**src/rtl/uart_rx_status_pkg.sv**
```systemverilog
package uart_rx_status_pkg;
  localparam int NUM_ERR = 3;   // index 0 framing, 1 parity, 2 break

  typedef struct packed {
    logic                setOvr;
    logic                clrOvr;
    logic                loadPio;
    logic                accDma;
    logic [NUM_ERR-1:0]  clrErr;
    logic                dmaClr;
    logic                cntInc;
    logic                loadInv;
  } rxStrobes_t;
endpackage

```
**src/rtl/uart_rx_status_ctrl.sv**
```systemverilog
module uart_rx_status_ctrl
  import uart_rx_status_pkg::*;
#(
  parameter int ERR_LSB = 20,
  parameter int STAT_W  = 32
) (
  input  logic              clk,
  input  logic              rstN,
  input  logic              dmaMode,
  input  logic              charDone,
  input  logic              rxFifoFull,
  input  logic              dataRead,
  input  logic              dmaStart,
  input  logic              dmaEnd,
  input  logic              statWrite,
  input  logic [STAT_W-1:0] statWrData,
  output rxStrobes_t        strobes
);
  logic dmaActive;
  logic accepted;

  always_ff @(posedge clk) begin
    if (!rstN) dmaActive <= 1'b0;
    else       dmaActive <= dmaStart | (dmaActive & ~dmaEnd);
  end

  assign accepted = charDone & ~rxFifoFull & dmaMode & (dmaActive | dmaStart);

  always_comb begin
    strobes         = '0;
    strobes.setOvr  = charDone & rxFifoFull;
    strobes.clrOvr  = statWrite;
    strobes.loadPio = ~dmaMode & dataRead;
    strobes.accDma  = accepted;
    strobes.dmaClr  = dmaStart;
    strobes.cntInc  = accepted;
    strobes.loadInv = dataRead;
    for (int i = 0; i < NUM_ERR; i++)
      strobes.clrErr[i] = statWrite & ~statWrData[ERR_LSB+i];
  end
endmodule

```
**src/rtl/uart_rx_status_dp.sv**
```systemverilog
module uart_rx_status_dp
  import uart_rx_status_pkg::*;
#(
  parameter int CNT_W  = 16,
  parameter int LANES  = 4,
  parameter int STAT_W = 32
) (
  input  logic                       clk,
  input  logic                       rstN,
  input  rxStrobes_t                 strobes,
  input  logic [NUM_ERR-1:0]         charErr,
  input  logic [NUM_ERR-1:0]         readErr,
  input  logic [$clog2(LANES+1)-1:0] readBytes,
  input  logic                       rxFifoEmpty,
  input  logic                       rxFifoFull,
  input  logic                       txFifoFull,
  output logic [STAT_W-1:0]          status
);
  localparam int RB_W      = $clog2(LANES+1);
  localparam int INV_LSB   = CNT_W;
  localparam int ERR_LSB   = INV_LSB + LANES;
  localparam int OVR_POS   = ERR_LSB + NUM_ERR;
  localparam int EMPTY_POS = OVR_POS + 1;
  localparam int RXF_POS   = OVR_POS + 2;
  localparam int TXF_POS   = OVR_POS + 3;
  localparam logic [CNT_W-1:0] CNT_MAX = '1;

  logic [NUM_ERR-1:0] errFlag, errNext;
  logic               ovrFlag;
  logic [CNT_W-1:0]   count, countNext;
  logic [LANES-1:0]   invMask;
  logic [RB_W-1:0]    bytesClamped;

  // Error flags: one slice per error kind
  for (genvar g = 0; g < NUM_ERR; g++) begin : gErr
    always_comb begin
      errNext[g] = errFlag[g];
      if (strobes.loadPio) begin
        errNext[g] = readErr[g];
      end else begin
        if (strobes.dmaClr || strobes.clrErr[g]) errNext[g] = 1'b0;
        if (strobes.accDma && charErr[g])        errNext[g] = 1'b1;
      end
    end
    always_ff @(posedge clk) begin
      if (!rstN) errFlag[g] <= 1'b0;
      else       errFlag[g] <= errNext[g];
    end
  end

  always_ff @(posedge clk) begin
    if (!rstN)               ovrFlag <= 1'b0;
    else if (strobes.setOvr) ovrFlag <= 1'b1;
    else if (strobes.clrOvr) ovrFlag <= 1'b0;
  end

  always_comb begin
    countNext = strobes.dmaClr ? '0 : count;
    if (strobes.cntInc && countNext != CNT_MAX) countNext = countNext + 1'b1;
  end

  always_ff @(posedge clk) begin
    if (!rstN) count <= '0;
    else       count <= countNext;
  end

  assign bytesClamped = (readBytes > RB_W'(LANES)) ? RB_W'(LANES) : readBytes;

  for (genvar l = 0; l < LANES; l++) begin : gLane
    always_ff @(posedge clk) begin
      if (!rstN)                invMask[l] <= 1'b0;
      else if (strobes.loadInv) invMask[l] <= (RB_W'(l) >= bytesClamped);
    end
  end

  always_comb begin
    status                           = '0;
    status[CNT_W-1:0]                = count;
    status[INV_LSB +: LANES]         = invMask;
    status[ERR_LSB +: NUM_ERR]       = errFlag;
    status[OVR_POS]                  = ovrFlag;
    status[EMPTY_POS]                = rxFifoEmpty;
    status[RXF_POS]                  = rxFifoFull;
    status[TXF_POS]                  = txFifoFull;
  end
endmodule

```
**src/rtl/uart_rx_status.sv**
```systemverilog
module uart_rx_status
  import uart_rx_status_pkg::*;
#(
  parameter int CNT_W  = 16,
  parameter int LANES  = 4,
  parameter int STAT_W = 32
) (
  input  logic                       clk,
  input  logic                       rstN,
  input  logic                       dmaMode,
  input  logic                       charDone,
  input  logic [2:0]                 charErr,
  input  logic                       rxFifoFull,
  input  logic                       rxFifoEmpty,
  input  logic                       txFifoFull,
  input  logic                       dataRead,
  input  logic [2:0]                 readErr,
  input  logic [$clog2(LANES+1)-1:0] readBytes,
  input  logic                       dmaStart,
  input  logic                       dmaEnd,
  input  logic                       statWrite,
  input  logic [STAT_W-1:0]          statWrData,
  output logic [STAT_W-1:0]          status
);
  localparam int ERR_LSB = CNT_W + LANES;

  rxStrobes_t strobes;

  uart_rx_status_ctrl #(.ERR_LSB(ERR_LSB), .STAT_W(STAT_W)) ctrl_i (
    .clk(clk), .rstN(rstN), .dmaMode(dmaMode), .charDone(charDone),
    .rxFifoFull(rxFifoFull), .dataRead(dataRead), .dmaStart(dmaStart),
    .dmaEnd(dmaEnd), .statWrite(statWrite), .statWrData(statWrData),
    .strobes(strobes)
  );

  uart_rx_status_dp #(.CNT_W(CNT_W), .LANES(LANES), .STAT_W(STAT_W)) dp_i (
    .clk(clk), .rstN(rstN), .strobes(strobes), .charErr(charErr),
    .readErr(readErr), .readBytes(readBytes), .rxFifoEmpty(rxFifoEmpty),
    .rxFifoFull(rxFifoFull), .txFifoFull(txFifoFull), .status(status)
  );
endmodule

```
**config.mk**
```make
export PLATFORM = sky130hd
export DESIGN_NAME = uart_rx_status
export DESIGN_NICKNAME = d
export VERILOG_FILES = /design/src/rtl/uart_rx_status_pkg.sv /design/src/rtl/uart_rx_status_ctrl.sv /design/src/rtl/uart_rx_status_dp.sv /design/src/rtl/uart_rx_status.sv
export SDC_FILE = /design/constraint.sdc
export NUM_CORES = 1
export LEC_CHECK = 0
export BUFFER_PORTS_ARGS = -buffer_cell sky130_fd_sc_hd__buf_2
export CAP_MARGIN = 20
export CORE_AREA = 2 2 46 80
export DETAILED_ROUTE_END_ITERATION = 10
export DIE_AREA = 0 0 48 82
export HOLD_SLACK_MARGIN = 0.06
export PLACE_DENSITY = 0.76
export SLEW_MARGIN = 5
export SYNTH_ARGS = -nofsm -noshare
export SYNTH_HDL_FRONTEND = slang
export SYNTH_SLANG_ARGS = --single-unit
```
**constraint.sdc**
```tcl
create_clock -name clk -period 1.75 [get_ports clk]
set_clock_uncertainty 0.2 [all_clocks]
set_input_delay 0.175 -clock clk [delete_from_list [all_inputs] [get_ports clk]]
set_output_delay 0.175 -clock clk [all_outputs]
set_load 0.03 [all_outputs]
```
==> impl_metrics.toml, run 1 <==
[critical_path]
critPathMaxStageDelay_ns = 0.49
start_kind = "register"
crit_type = "register to register"
critPathArrivalTime_ns = 1.73
cp_num_buf_inv = 0
slowest_stage = "or4_1"
startpoint = "dp_i.count[6]"
crit_fanout = 6
reg2reg_from = "dp_i.count[6]"
critPathRequiredTime_ns = 1.75
critPathTopFamily = "simple AND/OR/NAND/NOR gates"
crit_chain = "and4_4, nand4_4, or4_1, a21oi_1"
cp-end-kind = "register"

[timing]
fin_crit_ns = 1.73
setup_violations = 0
max_freq_mhz = 578
period_share_pct = 98.9
slew_viol_final = 0
worst_slack_ns = 0.0190
rsz0062_at_grt = "true"
hold_violations = 0

[cells_and_area]
seqCellArea_um2 = 519
diodes = 0
syn2layout_area_growth_pct = 45.4
multi_input_area_um2 = 759
fill_cells = 294
layout.nets = 279
final_area_um2 = 1950
drive_gt1_share_pct = 42.9
utilization_pct = 58.6
fin_cells = 271

[place]
dp_cells = 254
post-place-ws_ns = 0.0130
place_hpwl_um = 2640
gp_congestion = 0.797
io_buffer_count = 45
place_area_um2 = 1750

[grt]
groute.usage.overall_pct = 21.0
grt_max_degree = 14
grt_pass1_wl_um = 6100
antenna_found_initial = 0
grt_pass1_vias = 1424
grt_overflow = 0

[synth]
ys_types = 46
netlist_instances = 149
synth.avg_cell_area_um2 = 9.00
synth_edf_count = 0
ys.flop_type = "dfxtp_1"
yosys_warnings = 0
yosysMostFrequentCell = "dfxtp_1"
synth_top_area_share_pct = 37.3
ys_ff_latch = 25
netlist_area_um2 = 1340
synthTopCellsByCount = "dfxtp_1 (25), a21oi_1 (14), nor2_1 (11), buf_4 (9)"
synth_top_area_cell = "dfxtp_1"
ys_seq_area_share_pct = 37.3
async_reset_ff_share_pct = 0
yosys-top-cells-area = "dfxtp_1 (37%), a21oi_1 (5.2%), buf_4 (5.0%)"

[power_and_ir_drop]
p_sw_mw = 0.283
clockPowerShare_pct = 31.3
irDropWorstVdd_v = 0.000523
comb_power_share_pct = 15.5
intPower_mw = 0.814
seq_power_share_pct = 53.2
swShare_pct = 25.8
power_leakage_nw = 0.928
power_density_nw_per_um2 = 563

[route]
ant_nets = 0
drcViolationCount = 0
vias = 1428
drt_pre_antenna_iters = 4
avgRoutedWirePerCell_um = 13.5
drt_iter0_markers = 35
routed_wl_um = 3660
via_per_inst = 5.27

[clock_tree]
clk_latency_ns = 0.27
clockBufferDepth = 2
cts_tree = "built"
clk_pin_slew_ns = 0.09
cts_setup_buffers = 0
cts_root_buffer = "clkbuf_8"
cts_buffers = 3
cts.sinks = 25
htree_levels = 1

[floorplanning]
die_h_um = 82
initial_utilization_pct = 40.3
io_pins = 84
dieArea_um2 = 3940
die-width_um = 48
num_rows = 28
core_region_area_um2 = 3330

[flow_run]
drv_cap = 0

[status]
status = "complete, no violations"

[worst_hold_path]
hold_path_class = "input pin to register"
hold_path_startpoint = "dataRead"
[per-layer routing]
layer | global-route usage, % | vias up | share of wire, %
li1 | - | 707 | -
met1 | 24.3 | 669 | 40
met2 | 38.0 | 48 | 55
met3 | 1.76 | 4 | 4.4
met4 | 7.03 | 0 | 1.1
met5 | 0 | - | 0
[state kept, by name, indices dropped and copies added, names as in the netlist]
signal            count
dp_i.status           7
ctrl_i.dmaActive      1
dp_i.ovrFlag          1
dp_i.count           16
[worst reg2reg max path, cell delays in order, from the launching register on]
cell and delay, ns:
dfxtp_2 0.38, and4_4 0.28, nand4_4 0.15, or4_1 0.49, a21oi_1 0.16
[cell type report]
class,instances,area share [%]
Timing Repair Buffer,82,28.1
Tap cell,45,2.89
Inverter,6,1.15
Multi-Input combinational cell,109,38.9
Sequential cell,25,26.6
Clock buffer,4,2.31
[power by group through the flow]
stage / combinational, mW / sequential [mW] / clock (mW)
after floorplan: 0.0825 / 0.618 / 0
after global placement: 0.141 / 0.600 / 0
after detailed placement: 0.143 / 0.599 / 0
after CTS: 0.166 / 0.586 / 0.351
after global routing: 0.183 / 0.585 / 0.369
final: 0.170 / 0.584 / 0.343
[path summary, 6_finish.rpt]
kind                           end  slack (ns)  cells after the start
setup / recovery    dp_i.count[11]        0.02                      4
hold / removal     dp_i.status[16]        0.06                      3
setup reg to reg    dp_i.count[11]        0.02                      4
hold reg to reg   ctrl_i.dmaActive        0.29                      2
[through the flow]
stage	TNS, ns	power (mW)	hold WS [ns]
after floorplan	0	0.700	0.0743
after global placement	0	0.741	0.150
after detailed placement	0	0.743	0.150
after CTS	0	1.10	0.0661
after global routing	-0.0158	1.14	0.0829
final	0	1.10	0.0619
[logic make-up after synthesis]
logic type / share of synthesized area [%]
buffers and inverters: 8.39
AO/OA/AOI/OAI: 17.9
multiplexers: 4.48
flip-flops: 37.3
AND/OR/NAND/NOR: 31.6
other: 0.280
[cell usage in the layout, fill, tap and decap left out, types with 2 or more instances in the layout]
| master | instances |
|---|---|
| nand2b_1 | 2 |
| a21oi_2 | 2 |
| o31ai_1 | 6 |
| o211ai_1 | 3 |
| nor3_1 | 5 |
| or4_1 | 6 |
| or3_1 | 3 |
| nand4_1 | 2 |
| dfxtp_4 | 2 |
| nand2_1 | 7 |
| a211oi_1 | 2 |
| nor2_1 | 11 |
| conb_1 | 5 |
| nand4_2 | 2 |
| inv_1 | 5 |
| a21oi_1 | 12 |
| mux2i_1 | 6 |
| nor2b_1 | 2 |
| dfxtp_2 | 9 |
| buf_4 | 23 |
| a21o_1 | 2 |
| dfxtp_1 | 14 |
| a311oi_1 | 3 |
| nand3_1 | 7 |
| buf_2 | 45 |
| clkbuf_8 | 3 |
| dlygate4sd3_1 | 13 |
[what timing repair did]
| action | 4_1_cts | 5_1_grt |
|---|---|---|
| hold buffers | 13 | 0 |
| endpoints found under the hold margin | 10 | 0 |
| gates resized for setup | 0 | 6 |
| setup endpoints to repair | 0 | 6 |
Note: power is estimated with default switching activity, not from simulation.
==> inputs of run 2 (changes only) <==
- CORE_AREA: 2 2 46 80 -> 2 2 60 62
- DIE_AREA: 0 0 48 82 -> 0 0 62 64
==> run 2 against run 1 <==
Compared with the run above:
- total power decreased by 5.0%
- non-clock buffer count did not move
- sequential power about the same
- hold slack improved by 0.011 ns
- critical path type unchanged
- critical endpoint unchanged
==> impl_metrics.toml, run 2 (same netlist as run 1, synthesis figures left out) <==
[status]
status = "complete, no violations"

[route]
vias = 1462
drt_pre_antenna_iters = 4
avgRoutedWirePerCell_um = 13.8
ant_nets = 0
via_per_inst = 5.38
drcViolationCount = 0
drt_iter0_markers = 39
routed_wl_um = 3750

[power_and_ir_drop]
power_density_nw_per_um2 = 532
power_leakage_nw = 0.902
irDropWorstVdd_v = 0.000400
power.total_mw = 1.04

[floorplanning]
io_pins = 84
initial_utilization_pct = 40.8
die-width_um = 62
dieArea_um2 = 3970
num_rows = 21
core_region_area_um2 = 3280
die_h_um = 64

[place]
place_area_um2 = 1640
io_buffer_count = 45
gp_congestion = 0.787
place_hpwl_um = 2450

[cells_and_area]
drive_gt1_share_pct = 39.8
final_area_um2 = 1960
multi_input_area_um2 = 767
syn2layout_area_growth_pct = 46.1
fill_cells = 283
seqCellArea_um2 = 523
mostFrequentLayoutCells = "buf_2 (45), dlygate4sd3_1 (22), buf_4 (14)"
final_common_cell = "buf_2"
regMostFlops = "dp_i.count"
diodes = 0
layout.nets = 279
largest_register_ffs = 16

[clock_tree]
htree_levels = 1
clk_pin_slew_ns = 0.15
cts.sinks = 25
clockBufferDepth = 2
cts_buffers = 3
clk_latency_ns = 0.35
cts_tree = "built"
cts_root_buffer = "clkbuf_4"

[critical_path]
r2r_end = "dp_i.count[11]"
slowest_stage = "or4_1"
start_kind = "register"
crit_fanout = 6
r2r.worst_path.cells = 4
reg2reg_from = "dp_i.count[6]"
critPathTopFamily = "simple AND/OR/NAND/NOR gates"
crit_type = "register to register"
crit_chain = "and4_4, nand4_4, or4_1, a21oi_1"
cp-end-kind = "register"
critPathArrivalTime_ns = 1.79
reg2reg_setup_slack_ns = 0.05
critPathRequiredTime_ns = 1.84
cp_num_buf_inv = 0
critPathMaxStageDelay_ns = 0.49

[grt]
antenna_found_initial = 0
groute.usage.overall_pct = 20.0
grt_overflow = 0
grt_pass1_wl_um = 6000
grt_max_degree = 16
grt_pass1_vias = 1382

[timing]
hold_slack_ns = 0.0729
rsz0062_at_grt = "true"
fin_crit_ns = 1.70
hold_violations = 0
slew_viol_final = 0
max_freq_mhz = 587
setup_violations = 0
period_share_pct = 97.3

[worst_hold_path]
worstHoldEndpoint = "dp_i.status[21]"
hold_depth = 3
hold_path_class = "input pin to register"
hold_path_startpoint = "dmaMode"

[flow_run]
drv_cap = 0
## run 2: cell types whose count changed in the layout (fill, tap and decap cells not counted), sizes merged
| cell | delta |
|---|---|
| buf | -9 |
| dlygate4sd3 | +9 |
| clkbuf | -1 |
| clkinv | +1 |
## run 2: worst min-delay path, delay by kind of cell
kind	cells	cell delay, ns
AOI/OAI and AO/OA	1	0.11
buffers and inverters	1	0.10
and+or+nand+nor	1	0.20
## run 2: cell type report
type | instances | share of cell area [%]
Clock buffer | 3 | 1.15
Clock inverter | 1 | 0.255
Inverter | 6 | 1.15
Multi-Input combinational cell | 109 | 39.1
Sequential cell | 25 | 26.7
Tap cell | 46 | 2.94
Timing Repair Buffer | 82 | 28.7
## run 2: routing by layer
| layer | track usage, % | part of all wire [%] |
|---|---|---|
| met3 | 3.85 | 5.6 |
| met4 | 8.24 | 1.8 |
| met2 | 33.3 | 51 |
| met1 | 24.3 | 41 |
| met5 | 0 | 0 |
## run 2: power by group
part           internal [mW]  leakage [nW]  switching (mW)
combinational         0.0783         0.674          0.0977
sequential             0.577         0.210         0.00654
clock                 0.0865        0.0177           0.197
total                  0.742         0.902           0.301
## run 2: what timing repair did
item	in CTS	in global routing
hold endpoints to repair	15	0
buffers inserted	0	5
hold buffers	22	0
endpoints found under the setup margin	0	12
gates resized for setup	0	10
## run 2: worst max path at each step
stage | start | to | cells after the start
after floorplan | dp_i.count[11] | dp_i.count[2] | 4
after global placement | dmaStart | dp_i.count[5] | 6
final | dp_i.count[6] | dp_i.count[11] | 4
after CTS | dp_i.count[2] | dp_i.count[7] | 4
after detailed placement | rxFifoFull | dp_i.count[7] | 5
after global routing | dp_i.count[14] | dp_i.count[2] | 4
## run 2: per-stage QoR
stage	TNS [ns]	setup slack (ns)	utilization, %	cells
3_5_place_dp	0	0.0174	49.9	241
2_1_floorplan	0	0.0397	-	153
4_1_cts	0	0.00779	57.4	267
6_report	0	0.0473	59.7	272
5_1_grt	-0.141	-0.0497	59.7	272
3_3_place_gp	0	0.0400	49.9	241
